## src/rtl/tbp_pkg.sv

```systemverilog
package tbp_pkg;
  localparam int unsigned DEF_N_TXN  = 64;
  localparam int unsigned DEF_LEN_W  = 8;
  localparam int unsigned DEF_DEPTH  = 4352;
  localparam int unsigned DEF_DATA_W = 8;

  // width needed to hold the sum of n lengths of lw bits each
  function automatic int unsigned sum_width(input int unsigned n, input int unsigned lw);
    int unsigned maxv;
    maxv = n * ((32'd1 << lw) - 1) + 1;
    return (maxv <= 2) ? 1 : $clog2(maxv);
  endfunction
endpackage

```

## src/rtl/tbp_prefix.sv

```systemverilog
module tbp_prefix #(
  parameter int unsigned N_TXN = tbp_pkg::DEF_N_TXN,
  parameter int unsigned LEN_W = tbp_pkg::DEF_LEN_W,
  parameter int unsigned SEL_W = $clog2(N_TXN),
  parameter int unsigned SUM_W = tbp_pkg::sum_width(N_TXN, LEN_W)
) (
  input  logic [N_TXN*LEN_W-1:0] len_tbl_i,
  input  logic [SEL_W:0]         txn_cnt_i,
  input  logic [SEL_W-1:0]       sel_i,
  output logic [SUM_W-1:0]       base_o,
  output logic [SUM_W-1:0]       total_o
);
  logic [SUM_W-1:0] run [N_TXN+1];

  assign run[0] = '0;

  for (genvar g = 0; g < N_TXN; g++) begin : g_chain
    logic [SUM_W-1:0] term;
    assign term = (32'(g) < 32'(txn_cnt_i)) ? SUM_W'(len_tbl_i[g*LEN_W +: LEN_W]) : '0;
    assign run[g+1] = run[g] + term;
  end

  assign base_o  = run[sel_i];
  assign total_o = run[N_TXN];
endmodule

```

## src/rtl/tbp_cursor.sv

```systemverilog
module tbp_cursor #(
  parameter int unsigned LEN_W = tbp_pkg::DEF_LEN_W,
  parameter int unsigned SEL_W = 6,
  parameter int unsigned SUM_W = 14,
  parameter int unsigned PW    = SUM_W + 1,
  parameter int unsigned DEPTH = tbp_pkg::DEF_DEPTH
) (
  input  logic             clk_i,
  input  logic             rst_ni,
  input  logic             sel_we_i,
  input  logic [SEL_W-1:0] sel_i,
  input  logic             ofs_we_i,
  input  logic [LEN_W-1:0] ofs_i,
  input  logic             reload_i,
  input  logic             step_i,
  input  logic [SUM_W-1:0] base_i,
  input  logic [SUM_W-1:0] total_i,
  output logic [SEL_W-1:0] sel_o,
  output logic [PW-1:0]    ptr_o,
  output logic [PW-1:0]    end_o,
  output logic             load_o
);
  localparam logic [PW-1:0] DEPTH_P = PW'(DEPTH);

  logic [SEL_W-1:0] sel_q;
  logic [LEN_W-1:0] ofs_q;
  logic [PW-1:0]    ptr_q, end_q, end_d, home_d;
  logic             load_q;

  always_comb begin
    end_d  = (PW'(total_i) > DEPTH_P) ? DEPTH_P : PW'(total_i);
    home_d = PW'(base_i) + PW'(ofs_q);
  end

  always_ff @(posedge clk_i or negedge rst_ni) begin
    if (!rst_ni) begin
      sel_q  <= '0;
      ofs_q  <= '0;
      ptr_q  <= '0;
      end_q  <= '0;
      load_q <= 1'b1;
    end else begin
      if (sel_we_i) sel_q <= sel_i;
      if (ofs_we_i) ofs_q <= ofs_i;
      end_q  <= end_d;
      load_q <= reload_i;
      if (load_q)      ptr_q <= home_d;
      else if (step_i) ptr_q <= ptr_q + 1'b1;
    end
  end

  assign sel_o  = sel_q;
  assign ptr_o  = ptr_q;
  assign end_o  = end_q;
  assign load_o = load_q;
endmodule

```

## src/rtl/tbp_port.sv

```systemverilog
module tbp_port #(
  parameter int unsigned PW     = 15,
  parameter int unsigned ADDR_W = 13,
  parameter int unsigned DATA_W = tbp_pkg::DEF_DATA_W
) (
  input  logic              clk_i,
  input  logic              rst_ni,
  input  logic [PW-1:0]     ptr_i,
  input  logic [PW-1:0]     end_i,
  input  logic              load_i,
  input  logic              acc_valid_i,
  input  logic              acc_we_i,
  input  logic [DATA_W-1:0] acc_wdata_i,
  output logic              acc_ready_o,
  output logic              step_o,
  output logic              mem_en_o,
  output logic              mem_we_o,
  output logic [ADDR_W-1:0] mem_addr_o,
  output logic [DATA_W-1:0] mem_wdata_o,
  input  logic [DATA_W-1:0] mem_rdata_i,
  output logic              rd_valid_o,
  output logic [DATA_W-1:0] rd_data_o,
  output logic              err_o
);
  logic fire, outside;
  logic rd_valid_q, rd_bad_q, err_q;

  assign acc_ready_o = !load_i;
  assign fire        = acc_valid_i && acc_ready_o;
  assign outside     = (ptr_i >= end_i);
  assign step_o      = fire && !outside;

  assign mem_en_o    = step_o;
  assign mem_we_o    = step_o && acc_we_i;
  assign mem_addr_o  = ptr_i[ADDR_W-1:0];
  assign mem_wdata_o = acc_wdata_i;

  always_ff @(posedge clk_i or negedge rst_ni) begin
    if (!rst_ni) begin
      rd_valid_q <= 1'b0;
      rd_bad_q   <= 1'b0;
      err_q      <= 1'b0;
    end else begin
      rd_valid_q <= fire && !acc_we_i;
      rd_bad_q   <= fire && outside;
      err_q      <= fire && outside;
    end
  end

  assign rd_valid_o = rd_valid_q;
  assign rd_data_o  = rd_bad_q ? {DATA_W{1'b1}} : mem_rdata_i;
  assign err_o      = err_q;
endmodule

```

## src/rtl/txn_buf_ptr.sv

```systemverilog
module txn_buf_ptr #(
  parameter int unsigned N_TXN  = tbp_pkg::DEF_N_TXN,
  parameter int unsigned LEN_W  = tbp_pkg::DEF_LEN_W,
  parameter int unsigned DEPTH  = tbp_pkg::DEF_DEPTH,
  parameter int unsigned DATA_W = tbp_pkg::DEF_DATA_W,
  localparam int unsigned SEL_W  = $clog2(N_TXN),
  localparam int unsigned ADDR_W = $clog2(DEPTH)
) (
  input  logic                   clk_i,
  input  logic                   rst_ni,
  input  logic [N_TXN*LEN_W-1:0] len_tbl_i,
  input  logic [SEL_W:0]         txn_cnt_i,
  input  logic                   tbl_chg_i,
  input  logic                   sel_we_i,
  input  logic [SEL_W-1:0]       sel_i,
  input  logic                   ofs_we_i,
  input  logic [LEN_W-1:0]       ofs_i,
  input  logic                   ptr_rst_i,
  input  logic                   acc_valid_i,
  output logic                   acc_ready_o,
  input  logic                   acc_we_i,
  input  logic [DATA_W-1:0]      acc_wdata_i,
  output logic                   mem_en_o,
  output logic                   mem_we_o,
  output logic [ADDR_W-1:0]      mem_addr_o,
  output logic [DATA_W-1:0]      mem_wdata_o,
  input  logic [DATA_W-1:0]      mem_rdata_i,
  output logic                   rd_valid_o,
  output logic [DATA_W-1:0]      rd_data_o,
  output logic                   err_o
);
  localparam int unsigned SUM_W = tbp_pkg::sum_width(N_TXN, LEN_W);
  localparam int unsigned PW    = ((SUM_W > ADDR_W) ? SUM_W : ADDR_W) + 1;

  logic [SEL_W-1:0] sel_q;
  logic [SUM_W-1:0] base, total;
  logic [PW-1:0]    ptr, end_pos;
  logic             load, step, reload;

  assign reload = sel_we_i || ofs_we_i || ptr_rst_i || tbl_chg_i;

  tbp_prefix #(
    .N_TXN(N_TXN), .LEN_W(LEN_W), .SEL_W(SEL_W), .SUM_W(SUM_W)
  ) u_prefix (
    .len_tbl_i(len_tbl_i), .txn_cnt_i(txn_cnt_i), .sel_i(sel_q),
    .base_o(base), .total_o(total)
  );

  tbp_cursor #(
    .LEN_W(LEN_W), .SEL_W(SEL_W), .SUM_W(SUM_W), .PW(PW), .DEPTH(DEPTH)
  ) u_cursor (
    .clk_i(clk_i), .rst_ni(rst_ni),
    .sel_we_i(sel_we_i), .sel_i(sel_i), .ofs_we_i(ofs_we_i), .ofs_i(ofs_i),
    .reload_i(reload), .step_i(step), .base_i(base), .total_i(total),
    .sel_o(sel_q), .ptr_o(ptr), .end_o(end_pos), .load_o(load)
  );

  tbp_port #(
    .PW(PW), .ADDR_W(ADDR_W), .DATA_W(DATA_W)
  ) u_port (
    .clk_i(clk_i), .rst_ni(rst_ni),
    .ptr_i(ptr), .end_i(end_pos), .load_i(load),
    .acc_valid_i(acc_valid_i), .acc_we_i(acc_we_i), .acc_wdata_i(acc_wdata_i),
    .acc_ready_o(acc_ready_o), .step_o(step),
    .mem_en_o(mem_en_o), .mem_we_o(mem_we_o), .mem_addr_o(mem_addr_o),
    .mem_wdata_o(mem_wdata_o), .mem_rdata_i(mem_rdata_i),
    .rd_valid_o(rd_valid_o), .rd_data_o(rd_data_o), .err_o(err_o)
  );
endmodule

```

## config.mk

```make
export PLATFORM = sky130hd
export DESIGN_NAME = txn_buf_ptr
export DESIGN_NICKNAME = d
export VERILOG_FILES = /design/src/rtl/tbp_pkg.sv /design/src/rtl/tbp_prefix.sv /design/src/rtl/tbp_cursor.sv /design/src/rtl/tbp_port.sv /design/src/rtl/txn_buf_ptr.sv
export SDC_FILE = /design/constraint.sdc
export NUM_CORES = 2
export LEC_CHECK = 0
export BUFFER_PORTS_ARGS = -buffer_cell sky130_fd_sc_hd__buf_2
export CAP_MARGIN = 0
export CORE_MARGIN = 2
export CORE_UTILIZATION = 30
export CTS_CLUSTER_SIZE = 16
export DETAILED_ROUTE_END_ITERATION = 12
export MAX_ROUTING_LAYER = met4
export PLACE_DENSITY = 0.54
export SYNTH_ARGS = -nofsm -noshare
export SYNTH_HDL_FRONTEND = slang
export SYNTH_SLANG_ARGS = --single-unit
```

## constraint.sdc

```tcl
create_clock -name clk_i -period 15.2 [get_ports clk_i]
set_input_delay 0.76 -clock clk_i [delete_from_list [all_inputs] [get_ports clk_i]]
set_output_delay 0.76 -clock clk_i [all_outputs]
set_load 0.005 [all_outputs]
```

* Word level (Yosys, flattened, before mapping)
Cells that the tools add are included.
** Storage, ports and cells
- Register bits after elaboration :: 47
- Output and inout port bits :: 34
- Logic and storage cells :: 223
** Operators by class
- $add $sub $neg :: 65
- Order comparisons :: 67
- Muxes and demuxes :: 71
- Bitwise logic cells :: 1
- Reduce and logical (&&, ||, !) cells :: 12
** Operators with widths (count)
- $add 14x14->14 :: 63
- $mux 8 :: 65
- $lt 6x7->1 const A :: 32
- $lt 5x7->1 const A :: 16
- $bmux 14 s7 :: 1
- $lt 4x7->1 const A :: 8
- $mux 14 :: 3
- $mux 15 :: 2
- $lt 3x7->1 const A :: 4
- $add 14x8->15 :: 1
- $add 15x1->15 const B :: 1
- $ge 15x15->1 :: 1
- $gt 14x13->1 const B :: 1
- $lt 1x7->1 const A :: 2
- $lt 2x7->1 const A :: 2
- $ge 7x8->1 const B :: 1
- $not 6->7 :: 1
- $logic_and 1x1->1 :: 5
- $logic_not 1->1 :: 3
- $logic_or 1x1->1 :: 3
- $reduce_bool 2->1 :: 1

* Depth between registers and ports, before layout
- Depth after elaboration :: 70
- Mapped depth :: 200
- Gate-level depth less buffers :: 199

* Hierarchy
From an unflattened synthesis, not the netlist that was laid out.
** Unflattened totals
- Cells, all modules :: 5741
- Area, all modules :: 44715.4 um^2
** Modules (own cells, without submodules)
- tbp_prefix :: times used 1, cells each 5436, area an instance 41738.8 um^2, sequential area each 0.0 um^2
- tbp_cursor :: times used 1, cells each 213, area an instance 2288.4 um^2, sequential area each 1102.3 um^2
- tbp_port :: times used 1, cells each 91, area an instance 680.7 um^2, sequential area each 50.0 um^2
- txn_buf_ptr :: times used 1, cells each 1, area an instance 7.5 um^2, sequential area each 0.0 um^2

* Worst setup path after synthesis
Ideal clock, no wire load.
- Path type :: input to register
- Start :: in txn_cnt_i[6]
- End :: reg u_cursor.ptr_q[13] (netlist: u_cursor.ptr_o[13])
- Library setup time :: 0.126 ns
- Data arrival time :: 40.217 ns
- Slack :: -25.143 ns
- Stages on the path :: 193
- Path buffers :: 1
- Path through :: clkbuf_1 or3_1 nor3_1 nand2_1 and2_1 ha_1 fa_1 fa_1 fa_1 a21o_1 a21oi_1 xnor2_1 ha_1 o21a_1 o31a_1 a21oi_1 ha_1 xnor2_1 [157 not listed] xnor2_1 ha_1 inv_1 nor2_1 nor2_1 xnor2_1 mux4_2 mux4_2 mux4_2 ha_1 o21ai_0 nand2b_1 a21oi_1 nor2_1 nand3_1 nor4_1 xnor2_1 mux2i_1
** On the way
- Cells in the longest elaborated chain, start to end :: 70
- Elaborated cells on any way between the ends :: 196
- Classes of those cells :: 64 x add/sub; 64 x order compare; 68 x mux
** Ends and longest elaborated chain
- start: declaration :: line txn_buf_ptr.sv:12 : input logic [SEL_W:0] txn_cnt_i,
- $lt 1x7->1 :: line tbp_prefix.sv:19 : assign term = (32'(g) < 32'(txn_cnt_i)) ? SUM_W'(len_tbl_i[g*LEN_W +: LEN_W]) : '0;
- $mux 8 :: line tbp_prefix.sv:19
- $add 14x14->14 (63 in a row) :: line tbp_prefix.sv:20 : assign run[g+1] = run[g] + term;
- $bmux 14 s7 * :: line tbp_prefix.sv:23 : assign base_o = run[sel_i];
- $mux 14 (not written as such) * (2 in a row) :: line tbp_prefix.sv:23
- $add 14x8->15 * :: line tbp_cursor.sv:32 : home_d = PW'(base_i) + PW'(ofs_q);
- $mux 15 * :: line tbp_cursor.sv:47 : if (load_q) ptr_q <= home_d;
- end signal: assignment :: line tbp_cursor.sv:47
- end signal: assignment :: line tbp_cursor.sv:48 : else if (step_i) ptr_q <= ptr_q + 1'b1;
- end: declaration :: line tbp_cursor.sv:27 : logic [PW-1:0] ptr_q, end_q, end_d, home_d;
Every way passes the cells marked *; elsewhere a longest branch is shown, timed or not. The select of a mux whose other input is x is not followed.
A chain may end at the register's enable or synchronous reset.

* Final worst setup path
- Start :: in txn_cnt_i[6]
- End :: reg u_cursor.ptr_q[7] (netlist: u_cursor.ptr_o[7])
The elaborated chain is that of the path after synthesis.

==> results_dict.tcl <==
set metrics [dict create \
    status "finished with violations" \
    violations "negative setup slack" \
    layout-drive-gt1-share_pct 46.4 \
    yosysWarnings 0 \
    hpwl_um 181000 \
    grt-ovfl-total 0 \
    rsz0062_at_grt "yes" \
    fmax_mhz 25.4 \
    viasPerCell 5.15 \
    num_rows 140 \
    yosysTopAreaCell "ha_1" \
    critical_path_arrival_ns 39.56 \
    hold_path_class "flip-flop to flip-flop" \
    synthTopCellsByArea "ha_1 (15%), xnor2_1 (11%), mux4_2 (8.1%)" \
    die_area_um2 149000 \
    tns_ns -638.85 \
    seq_area_frac_synth_pct 2.63 \
    critPathLaunch "txn_cnt_i[6]" \
    min_from "u_cursor.ptr_o[14]$_DFFE_PN0P_" \
    synth-async-reset-ratio_pct 100 \
    wl_per_cell_um 21.1 \
    drv_slew 0 \
    setup_ws_ns -24.20 \
    ios 591 \
    ant_nets 0 \
    start_kind "primary input" \
    cp_top_family "adder cells" \
    fin_skew_ns 0.00978 \
    yosysMostFrequentCell "ha_1" \
    final_hold_viol_count 0 \
    drc 0 \
    synth_area_per_cell_um2 7.69 \
    multi_input_area_um2 47200 \
    vias 52566 \
    clk_pin_slew_ns 0.06 \
    rr_startpoint "u_cursor.sel_o[0]$_DFFE_PN0P_" \
    die_w_um 386 \
    relSlewSlack_pct 18.3 \
    fin_crit_sh_pct 259 \
    slowest_delay_ns 0.67 \
    cts_buffer_depth 2 \
    synth_top_flop_cell "dfrtp_1" \
    grt_pass1_vias 52189 \
    drt_iter0_markers 3497 \
    synth_area_um2 43900 \
    yosysUniqueCellTypes 119 \
    synthTopCellsByCount "ha_1 (529), xnor2_1 (527), a21oi_1 (489)" \
    synth-edff-count 0 \
    min_period_ns 39.40 \
    worstPathRequired_ns 15.37 \
    core_um2 145000 \
    path_class "primary input to flip-flop" \
    critPathMostFrequentCell "fa_2" \
    die_y_um 386 \
    start_util_pct 30.2 \
    grt_max_degree 95 \
    cts_tree "done" \
    cap_violations 0 \
    htreeDepth 2 \
    clk_latency_ns 0.30 \
    yosysTopAreaCellShare_pct 15.1 \
    critPathSlowestCell "fa_2" \
    finalSetupViolations 28 \
    grt_pass1_wl_um 307000 \
    seqCellArea_um2 1160 \
    area_growth_pct 63.6 \
    io_buffers 574 \
    worstMarginPinSlew_ns 1.23 \
    totalWireLength_um 215000 \
    worst-path-buf-inv 15 \
    fillers 14078 \
    track_usage_pct 27.9 \
    clkSinkCount 46 \
    crit_fanout 4 \
    nets 9412 \
    antenna_found_initial 31 \
    cts-root-buf "clkbuf_16" \
    syn-num-nets 6852 \
    cts-buffers-inserted 5 \
    dr.pass1.iters 6 \
    endpoint_kind "flip-flop" \
    place_congestion 0.983 \
    synth_seq_cells 46 \
    synthCells 5702 \
]
## routing by layer
layer	routed length, um	global-route usage (%)	part of all wire [%]
met1	92200	35.4	43
met2	101000	46.7	47
met3	12600	2.36	5.9
met4	9160	8.65	4.3
met5	0	-	0
## registers in the layout, summed over array words and instances (netlist names)
name,count
u_cursor.end_o,14
u_cursor.load_o,1
u_cursor.ofs_q,8
u_cursor.ptr_o,15
u_cursor.sel_o,6
u_port.err_o,1
u_port.rd_valid_o,1
## tightest hold or removal path: stages (launching register included)
cell     delay [ns]
dfrtp_1        0.34
a31oi_1        0.06
o21ai_1        0.11
## path summary, 6_finish.rpt
kind / end / slack [ns] / depth (start not counted)
max: u_cursor.ptr_o[7]$_DFFE_PN0P_ / -24.20 / 99
max in group asynchronous: u_cursor.sel_o[0]$_DFFE_PN0P_ / 14.19 / 2
min in group asynchronous: u_cursor.end_o[2]$_DFF_PN0_ / 0.57 / 2
max reg2reg: u_cursor.ptr_o[7]$_DFFE_PN0P_ / 9.17 / 22
min reg2reg: u_cursor.ptr_o[14]$_DFFE_PN0P_ / 0.55 / 2
min: u_cursor.ptr_o[14]$_DFFE_PN0P_ / 0.55 / 2
## final cells by class
class	count	share of cell area (%)
timing repair buffer	2738	26.9
clock buffer	6	0.180
sequential	46	1.62
tap	1917	3.34
clock inverter	2	0.0523
antenna	19	0.0663
multi-input combinational	5083	65.8
inverter	388	2.05
## stage by stage
step	setup WS, ns	hold WS [ns]	area, um2	cells	utilization, %
2_1_floorplan	-23.81	0.464	44200	5702	-
3_3_place_gp	-25.57	0.510	63300	9955	43.6
3_5_place_dp	-26.71	0.513	63300	9955	43.6
4_1_cts	-24.95	0.523	65800	10072	45.2
5_1_grt	-25.20	0.590	71700	10189	49.3
6_report	-24.20	0.548	71800	10199	49.4
## cells by family (layout without fill, tap and decap cells)
group                      after synthesis  count (layout)  synth area share, %
buffers and inverters                  573            3134                 5.16
adders and majority gates              605             605                 18.3
xor gates and xnor gates               805             805                 19.0
DFF                                     46              46                 2.63
and+or+nand+nor                       1874            1874                 21.8
muxes                                  254             254                 10.5
other                                    1              20              0.00855
AOI/OAI and AO/OA                     1544            1544                 22.6
## repair_timing
| item | 4_1_cts | 5_1_grt |
|---|---|---|
| pin swaps | 174 | 300 |
| hold buffers | 0 | 0 |
| setup endpoints to repair | 28 | 28 |
| resized for setup | 231 | 681 |
| setup buffers | 110 | 110 |
| cloned | 0 | 0 |
## cells in the final DEF, fill, tap and decap left out, types with 46 or more instances in the layout
master and instances:
a21oi_4 46, nor2_1 411, inv_1 368, buf_4 2131
and2_1 343, ha_4 201, xnor2_4 56, a21o_1 125
nand2_1 338, a21oi_2 79, nand2b_1 81, mux2i_1 62
xnor2_2 173, buf_2 572, fa_2 46, nor2b_1 235
xor2_1 128, a21oi_1 366, nor3_1 92, nand3_1 91
o21bai_1 106, a211oi_1 46, ha_1 320, o21a_1 109
mux4_2 158, o21ai_0 268, xnor2_1 336
Power is not shown: default switching activity piles up to over one toggle a cycle in this logic, so the estimate is an artifact.
